**config.mk**
```make
export PLATFORM = sky130hd
export DESIGN_NAME = sbuf_master_data
export DESIGN_NICKNAME = d
export VERILOG_FILES = /design/src/rtl/sbuf_pkg.sv /design/src/rtl/sbuf_arb.sv /design/src/rtl/sbuf_store.sv /design/src/rtl/sbuf_flags.sv /design/src/rtl/sbuf_master_data.sv
export SDC_FILE = /design/constraint.sdc
export NUM_CORES = 1
export LEC_CHECK = 0
export ABC_CLOCK_PERIOD_IN_PS = 1800
export CAP_MARGIN = 10
export CORE_UTILIZATION = 30
export CTS_BUF_LIST = sky130_fd_sc_hd__clkbuf_4 sky130_fd_sc_hd__clkbuf_8
export CTS_CLUSTER_SIZE = 16
export DETAILED_ROUTE_END_ITERATION = 8
export DONT_BUFFER_PORTS = 1
export PLACE_DENSITY = 0.48
export SLEW_MARGIN = 20
export SYNTH_ARGS = -nofsm -noshare
export SYNTH_HDL_FRONTEND = slang
export SYNTH_HIERARCHICAL = 1
export SYNTH_SLANG_ARGS = --single-unit
```
**constraint.sdc**
```tcl
create_clock -name clk -period 1.8 [get_ports clk]
set_input_delay 0.27 -clock clk [delete_from_list [all_inputs] [get_ports clk]]
set_output_delay 0.27 -clock clk [all_outputs]
set_load 0.01 [all_outputs]
```
**src/rtl/sbuf_pkg.sv**
```systemverilog
package sbuf_pkg;
  // One operation is applied to the buffer per cycle.
  typedef enum logic [2:0] {
    OP_NONE   = 3'd0,
    OP_FLUSH  = 3'd1,
    OP_ENG_RX = 3'd2,
    OP_ENG_TX = 3'd3,
    OP_PUSH   = 3'd4,
    OP_POP    = 3'd5
  } sbuf_op_e;
endpackage

```
**src/rtl/sbuf_arb.sv**
```systemverilog
module sbuf_arb
  import sbuf_pkg::*;
(
  input  logic     flush,
  input  logic     eng_valid,
  input  logic     eng_rx,
  input  logic     host_valid,
  input  logic     host_write,
  output logic     host_ready,
  output logic     eng_ready,
  output sbuf_op_e op
);
  // Fixed priority: flush > engine > host.
  always_comb begin
    host_ready = !flush && !eng_valid;
    eng_ready  = !flush;
    op         = OP_NONE;
    if (flush)
      op = OP_FLUSH;
    else if (eng_valid)
      op = eng_rx ? OP_ENG_RX : OP_ENG_TX;
    else if (host_valid)
      op = host_write ? OP_PUSH : OP_POP;
  end
endmodule

```
**src/rtl/sbuf_store.sv**
```systemverilog
module sbuf_store
  import sbuf_pkg::*;
#(
  parameter int DW    = 8,
  parameter int DEPTH = 4,
  localparam int CW   = $clog2(DEPTH + 1),
  localparam int IW   = $clog2(DEPTH)
) (
  input  logic                clk,
  input  logic                rst_n,
  input  sbuf_op_e            op,
  input  logic [DW-1:0]       push_data,
  input  logic [CW-1:0]       eng_n,
  input  logic [DEPTH*DW-1:0] eng_data,
  output logic [CW-1:0]       cnt,
  output logic [DEPTH*DW-1:0] bytes_flat,
  output logic [DW-1:0]       head
);
  logic [DW-1:0] mem [DEPTH];

  always_ff @(posedge clk or negedge rst_n) begin
    if (!rst_n) begin
      cnt <= '0;
      for (int i = 0; i < DEPTH; i++) mem[i] <= '0;
    end else begin
      unique case (op)
        OP_FLUSH: begin
          cnt <= '0;
          for (int i = 0; i < DEPTH; i++) mem[i] <= '0;
        end
        OP_PUSH: begin
          if (cnt < CW'(DEPTH)) begin
            mem[cnt[IW-1:0]] <= push_data;
            cnt              <= cnt + 1'b1;
          end
        end
        OP_POP: begin
          if (cnt != '0) begin
            for (int i = 0; i < DEPTH - 1; i++) mem[i] <= mem[i+1];
            mem[DEPTH-1] <= '0;
            cnt          <= cnt - 1'b1;
          end
        end
        OP_ENG_RX: begin
          for (int i = 0; i < DEPTH; i++)
            if (CW'(i) < eng_n) mem[i] <= eng_data[i*DW +: DW];
          cnt <= eng_n;
        end
        OP_ENG_TX: cnt <= eng_n;
        default: ;
      endcase
    end
  end

  for (genvar g = 0; g < DEPTH; g++) begin : g_flat
    assign bytes_flat[g*DW +: DW] = mem[g];
  end

  assign head = (cnt == '0) ? {DW{1'b1}} : mem[0];
endmodule

```
**src/rtl/sbuf_flags.sv**
```systemverilog
module sbuf_flags
  import sbuf_pkg::*;
#(
  parameter int DEPTH = 4,
  localparam int CW   = $clog2(DEPTH + 1)
) (
  input  logic          clk,
  input  logic          rst_n,
  input  sbuf_op_e      op,
  input  logic [CW-1:0] cnt,
  input  logic [CW-1:0] eng_n,
  output logic          some,
  output logic          full
);
  // Flags move only at specific index steps; they are not level decodes.
  always_ff @(posedge clk or negedge rst_n) begin
    if (!rst_n) begin
      some <= 1'b0;
      full <= 1'b0;
    end else begin
      unique case (op)
        OP_FLUSH: begin
          some <= 1'b0;
          full <= 1'b0;
        end
        OP_PUSH: begin
          if (cnt == '0)                some <= 1'b1;
          if (cnt == CW'(DEPTH - 1))    full <= 1'b1;
        end
        OP_POP: begin
          if (cnt == CW'(DEPTH))        full <= 1'b0;
          if (cnt == CW'(1))            some <= 1'b0;
        end
        OP_ENG_RX: begin
          if (eng_n != '0)              some <= 1'b1;
          if (eng_n == CW'(DEPTH))      full <= 1'b1;
        end
        default: ;
      endcase
    end
  end
endmodule

```
**src/rtl/sbuf_master_data.sv**
```systemverilog
module sbuf_master_data
  import sbuf_pkg::*;
#(
  parameter int DW    = 8,
  parameter int DEPTH = 4,
  localparam int CW   = $clog2(DEPTH + 1)
) (
  input  logic                clk,
  input  logic                rst_n,
  input  logic                flush,
  input  logic                host_valid,
  input  logic                host_write,
  input  logic [DW-1:0]       host_wdata,
  output logic                host_ready,
  output logic [DW-1:0]       host_rdata,
  input  logic                eng_valid,
  input  logic                eng_rx,
  input  logic [CW-1:0]       eng_cnt,
  input  logic [DEPTH*DW-1:0] eng_data,
  output logic                eng_ready,
  output logic [DEPTH*DW-1:0] buf_bytes,
  output logic [CW-1:0]       fill,
  output logic                flag_some,
  output logic                flag_full
);
  sbuf_op_e      op;
  logic [CW-1:0] eng_n;

  assign eng_n = (eng_cnt > CW'(DEPTH)) ? CW'(DEPTH) : eng_cnt;

  sbuf_arb u_arb (
    .flush      (flush),
    .eng_valid  (eng_valid),
    .eng_rx     (eng_rx),
    .host_valid (host_valid),
    .host_write (host_write),
    .host_ready (host_ready),
    .eng_ready  (eng_ready),
    .op         (op)
  );

  sbuf_store #(.DW(DW), .DEPTH(DEPTH)) u_store (
    .clk        (clk),
    .rst_n      (rst_n),
    .op         (op),
    .push_data  (host_wdata),
    .eng_n      (eng_n),
    .eng_data   (eng_data),
    .cnt        (fill),
    .bytes_flat (buf_bytes),
    .head       (host_rdata)
  );

  sbuf_flags #(.DEPTH(DEPTH)) u_flags (
    .clk   (clk),
    .rst_n (rst_n),
    .op    (op),
    .cnt   (fill),
    .eng_n (eng_n),
    .some  (flag_some),
    .full  (flag_full)
  );
endmodule

```
==> flow_metrics.py <==
metrics = {
    "grt": {
        "grt-ovfl-total": 0,
        "track_usage_pct": 19.7,
        "grt_pass1_wl_um": 12400,
        "antenna_found_initial": 0,
        "grt_pass1_vias": 2211,
        "grt_start_max_net_pins": 38,
    },
    "worst_setup_path": {
        "crit_required_ns": 1.53,
        "r2r-start": "u_store/cnt[0]$_DFFE_PN0P_",
        "cp_cell_sequence": "buf_4 -> nor3_4 -> buf_4 -> or2_2",
        "critPathCapture": "host_rdata[1]",
        "worst_setup_path_end_kind": "output pin",
        "crit_type": "reg2out",
        "r2r_slack_ns": 0.07,
        "slowest_delay_ns": 0.47,
        "crit_arrival_ns": 1.47,
        "cp_max_fo": 8,
        "rr_worst_depth": 5,
        "crit_slowest_cell": "dfrtp_2",
        "worstSetupStartpoint": "u_store/cnt[1]$_DFFE_PN0P_",
        "crit_path_frequent_cell": "buf_4",
        "r2r-end": "u_store/bytes_flat[4]$_DFFE_PN0P_",
        "critPathLaunchType": "flip-flop",
    },
    "timing": {
        "setup_viol": 0,
        "finalCritPeriodShare_pct": 96.7,
        "worst_pin_slew_ns": 0.613,
        "drv_slew": 0,
        "hold_viol_final": 0,
        "rsz0062_at_grt": "false",
        "fin_skew_ns": 0.00981,
        "finalCriticalPeriod_ns": 1.74,
        "relSlewSlack_pct": 58.8,
        "fmax_ghz": 0.575,
    },
    "clock_tree": {
        "clk_latency_ns": 0.30,
        "clk_pin_slew_worst_paths_ns": 0.08,
        "root_buffer": "clkbuf_8",
        "cts_tree": "built",
        "numClockSinks": 37,
        "htreeDepth": 2,
        "clk_path_buf_depth": 2,
        "cts_made_buffers": 5,
    },
    "yosys": {
        "syn_area_per_cell_um2": 11.0,
        "synth_top_cell_area_share_pct": 40.0,
        "synth_edf_count": 0,
        "synth_seq_cells": 37,
        "post_synth_num_cell_types": 49,
        "synth_common_cells": "dfrtp_1 (37), a222oi_1 (24), o2bb2ai_1 (24)",
        "async_flop_share_pct": 100,
        "synth.area.top_cells": "dfrtp_1 (40%), a222oi_1 (10%), o2bb2ai_1 (9.1%)",
        "synth.largest_area_cell": "dfrtp_1",
        "synthCells": 211,
        "yosysMostFrequentCell": "dfrtp_1",
        "yosysSeqAreaShare_pct": 40.0,
        "syn_area_um2": 2310,
        "synth-main-ff-cell": "dfrtp_1",
        "synth_nets": 262,
        "ys_warn_count": 6,
    },
    "floorplanning": {
        "chipWidth_um": 89.8,
        "row_count": 31,
        "coreArea_um2": 7370,
        "ios": 97,
        "fp.dieH_um": 89.8,
        "dieArea_um2": 8070,
        "start_util_pct": 31.4,
    },
    "place": {
        "hpwl_um": 5750,
        "postPlaceCellArea_um2": 2790,
        "io_buffers": 0,
        "dp.cells": 340,
        "place_congestion": 0.785,
    },
    "power": {
        "vdd_drop_max_v": 0.000302,
        "p_sw_share_pct": 31.7,
        "power_leakage_nw": 1.20,
        "pwr-share-seq_pct": 44.5,
        "power_frac_clock_pct": 30.1,
        "p_int_mw": 1.42,
        "switchingPower_mw": 0.659,
        "comb_power_share_pct": 25.4,
        "p_total_mw": 2.08,
        "power.density_nw_per_um2": 691,
    },
    "final_layout": {
        "utilization_pct": 40.8,
        "fillCellCount": 740,
        "final_nets": 305,
        "multi_input_area_um2": 1390,
        "antenna_cells": 0,
        "area_growth_pct": 29.8,
        "ff_latch_area_um2": 928,
        "layoutNonFillerInstCount": 353,
        "drive_gt1_share_pct": 40.9,
        "design_area_um2": 3000,
    },
    "drt": {
        "firstDrtPassIters": 7,
        "ant_nets": 0,
        "vias_per_cell": 6.01,
        "routedWlPerCell_um": 22.1,
        "drt_iter0_markers": 254,
        "post-route-drc-count": 0,
        "via_count": 2123,
        "wirelength_um": 7790,
    },
    "outcome": {
        "status": "complete, no violations",
    },
    "min_path": {
        "hp-class": "in2reg",
        "min_from": "host_wdata[2]",
    },
    "flow_run": {
        "drv_cap": 0,
    },
}
==> worst min-delay path by stage <==
stage,end,slack [ns],cells past startpoint
after floorplan,u_flags/full$_DFFE_PN0P_,-0.03,0
after global placement,u_store/bytes_flat[2]$_DFFE_PN0P_,-0.02,0
after detailed placement,u_store/bytes_flat[2]$_DFFE_PN0P_,-0.02,0
after CTS,u_store/bytes_flat[26]$_DFFE_PN0P_,0.16,2
after global routing,u_store/bytes_flat[26]$_DFFE_PN0P_,0.17,2
final,u_store/bytes_flat[26]$_DFFE_PN0P_,0.16,2
==> repair_timing <==
| item | CTS | global route |
|---|---|---|
| pin swaps | 1 | 1 |
| setup buffers | 0 | 4 |
| endpoints found under the setup margin | 24 | 41 |
| gates resized for setup | 5 | 5 |
| hold buffers | 2 | 0 |
| endpoints found under the hold margin | 37 | 0 |
==> logic make-up after synthesis <==
kind of cell | count (synthesis) | synth area share [%]
and+or+nand+nor | 57 | 15.5
AOI/OAI and AO/OA | 83 | 33.4
adders and majority gates | 1 | 0.540
DFF | 37 | 40.0
xor gates and xnor gates | 2 | 0.757
buffers and inverters | 20 | 4.54
muxes | 11 | 5.30
==> power by group through the flow <==
stage,clock (mW),combinational [mW],sequential [mW]
2_1_floorplan,0,0.313,0.929
3_3_place_gp,0,0.467,0.941
3_5_place_dp,0,0.468,0.941
6_report,0.624,0.527,0.925
4_1_cts,0.642,0.502,0.927
5_1_grt,0.670,0.574,0.931
==> cell type report <==
type	instances	share of cell area (%)
Multi-Input combinational cell	154	46.3
Sequential cell	37	30.9
Timing Repair Buffer	52	15.2
Tap cell	99	4.12
Clock buffer	6	2.75
Inverter	4	0.500
Clock inverter	1	0.250
==> worst max-delay path, delay by kind of cell, from the launching register on <==
kind	cells	cell delay, ns
DFF	1	0.47
buffers and inverters	2	0.34
and+or+nand+nor	2	0.36
==> per-layer routing <==
metal | global-route usage, % | vias to the layer above | wire length, um | share of wire (%)
met5 | 0 | - | 0 | 0
met4 | 5.33 | 0 | 82 | 1.1
met3 | 4.65 | 7 | 554 | 7.1
met2 | 31.1 | 78 | 3630 | 47
met1 | 27.0 | 1066 | 3520 | 45
li1 | - | 972 | - | -
==> flip-flops by register name (all words and copies together), names as in the netlist <==
name and cells:
u_flags/some 1, u_flags/full 1, u_store/bytes_flat 32, u_store/cnt 3
==> layout by cell type, fill, tap and decap left out, drive strengths merged, types with 2 or more instances in the layout <==
cell     Yosys  routed
a21oi        2       2
a222oi      24      24
a22oi       11      11
buf          8      51
clkbuf       8       6
dfrtp       37      37
inv          4       4
mux2        10      10
nand2        6       6
nand2b       5       5
nand3        4       4
nand3b       2       2
nand4        3       3
nor2         6       6
nor2b        7       7
nor3         4       4
nor3b        2       2
nor4         3       3
o21ai        4       4
o2bb2ai     32      32
or2          8       8
xnor2        2       2
==> through the flow <==
| step | setup WS, ns | hold WS (ns) | setup TNS (ns) |
|---|---|---|---|
| final | 0.0599 | 0.164 | 0 |
| after global routing | 0.00293 | 0.170 | 0 |
| after CTS | -0.0133 | 0.155 | -0.0133 |
| after detailed placement | -0.341 | -0.0238 | -6.28 |
| after global placement | -0.333 | -0.0241 | -6.21 |
| after floorplan | -0.338 | -0.0256 | -2.04 |
(Power assumes the default switching activity.)
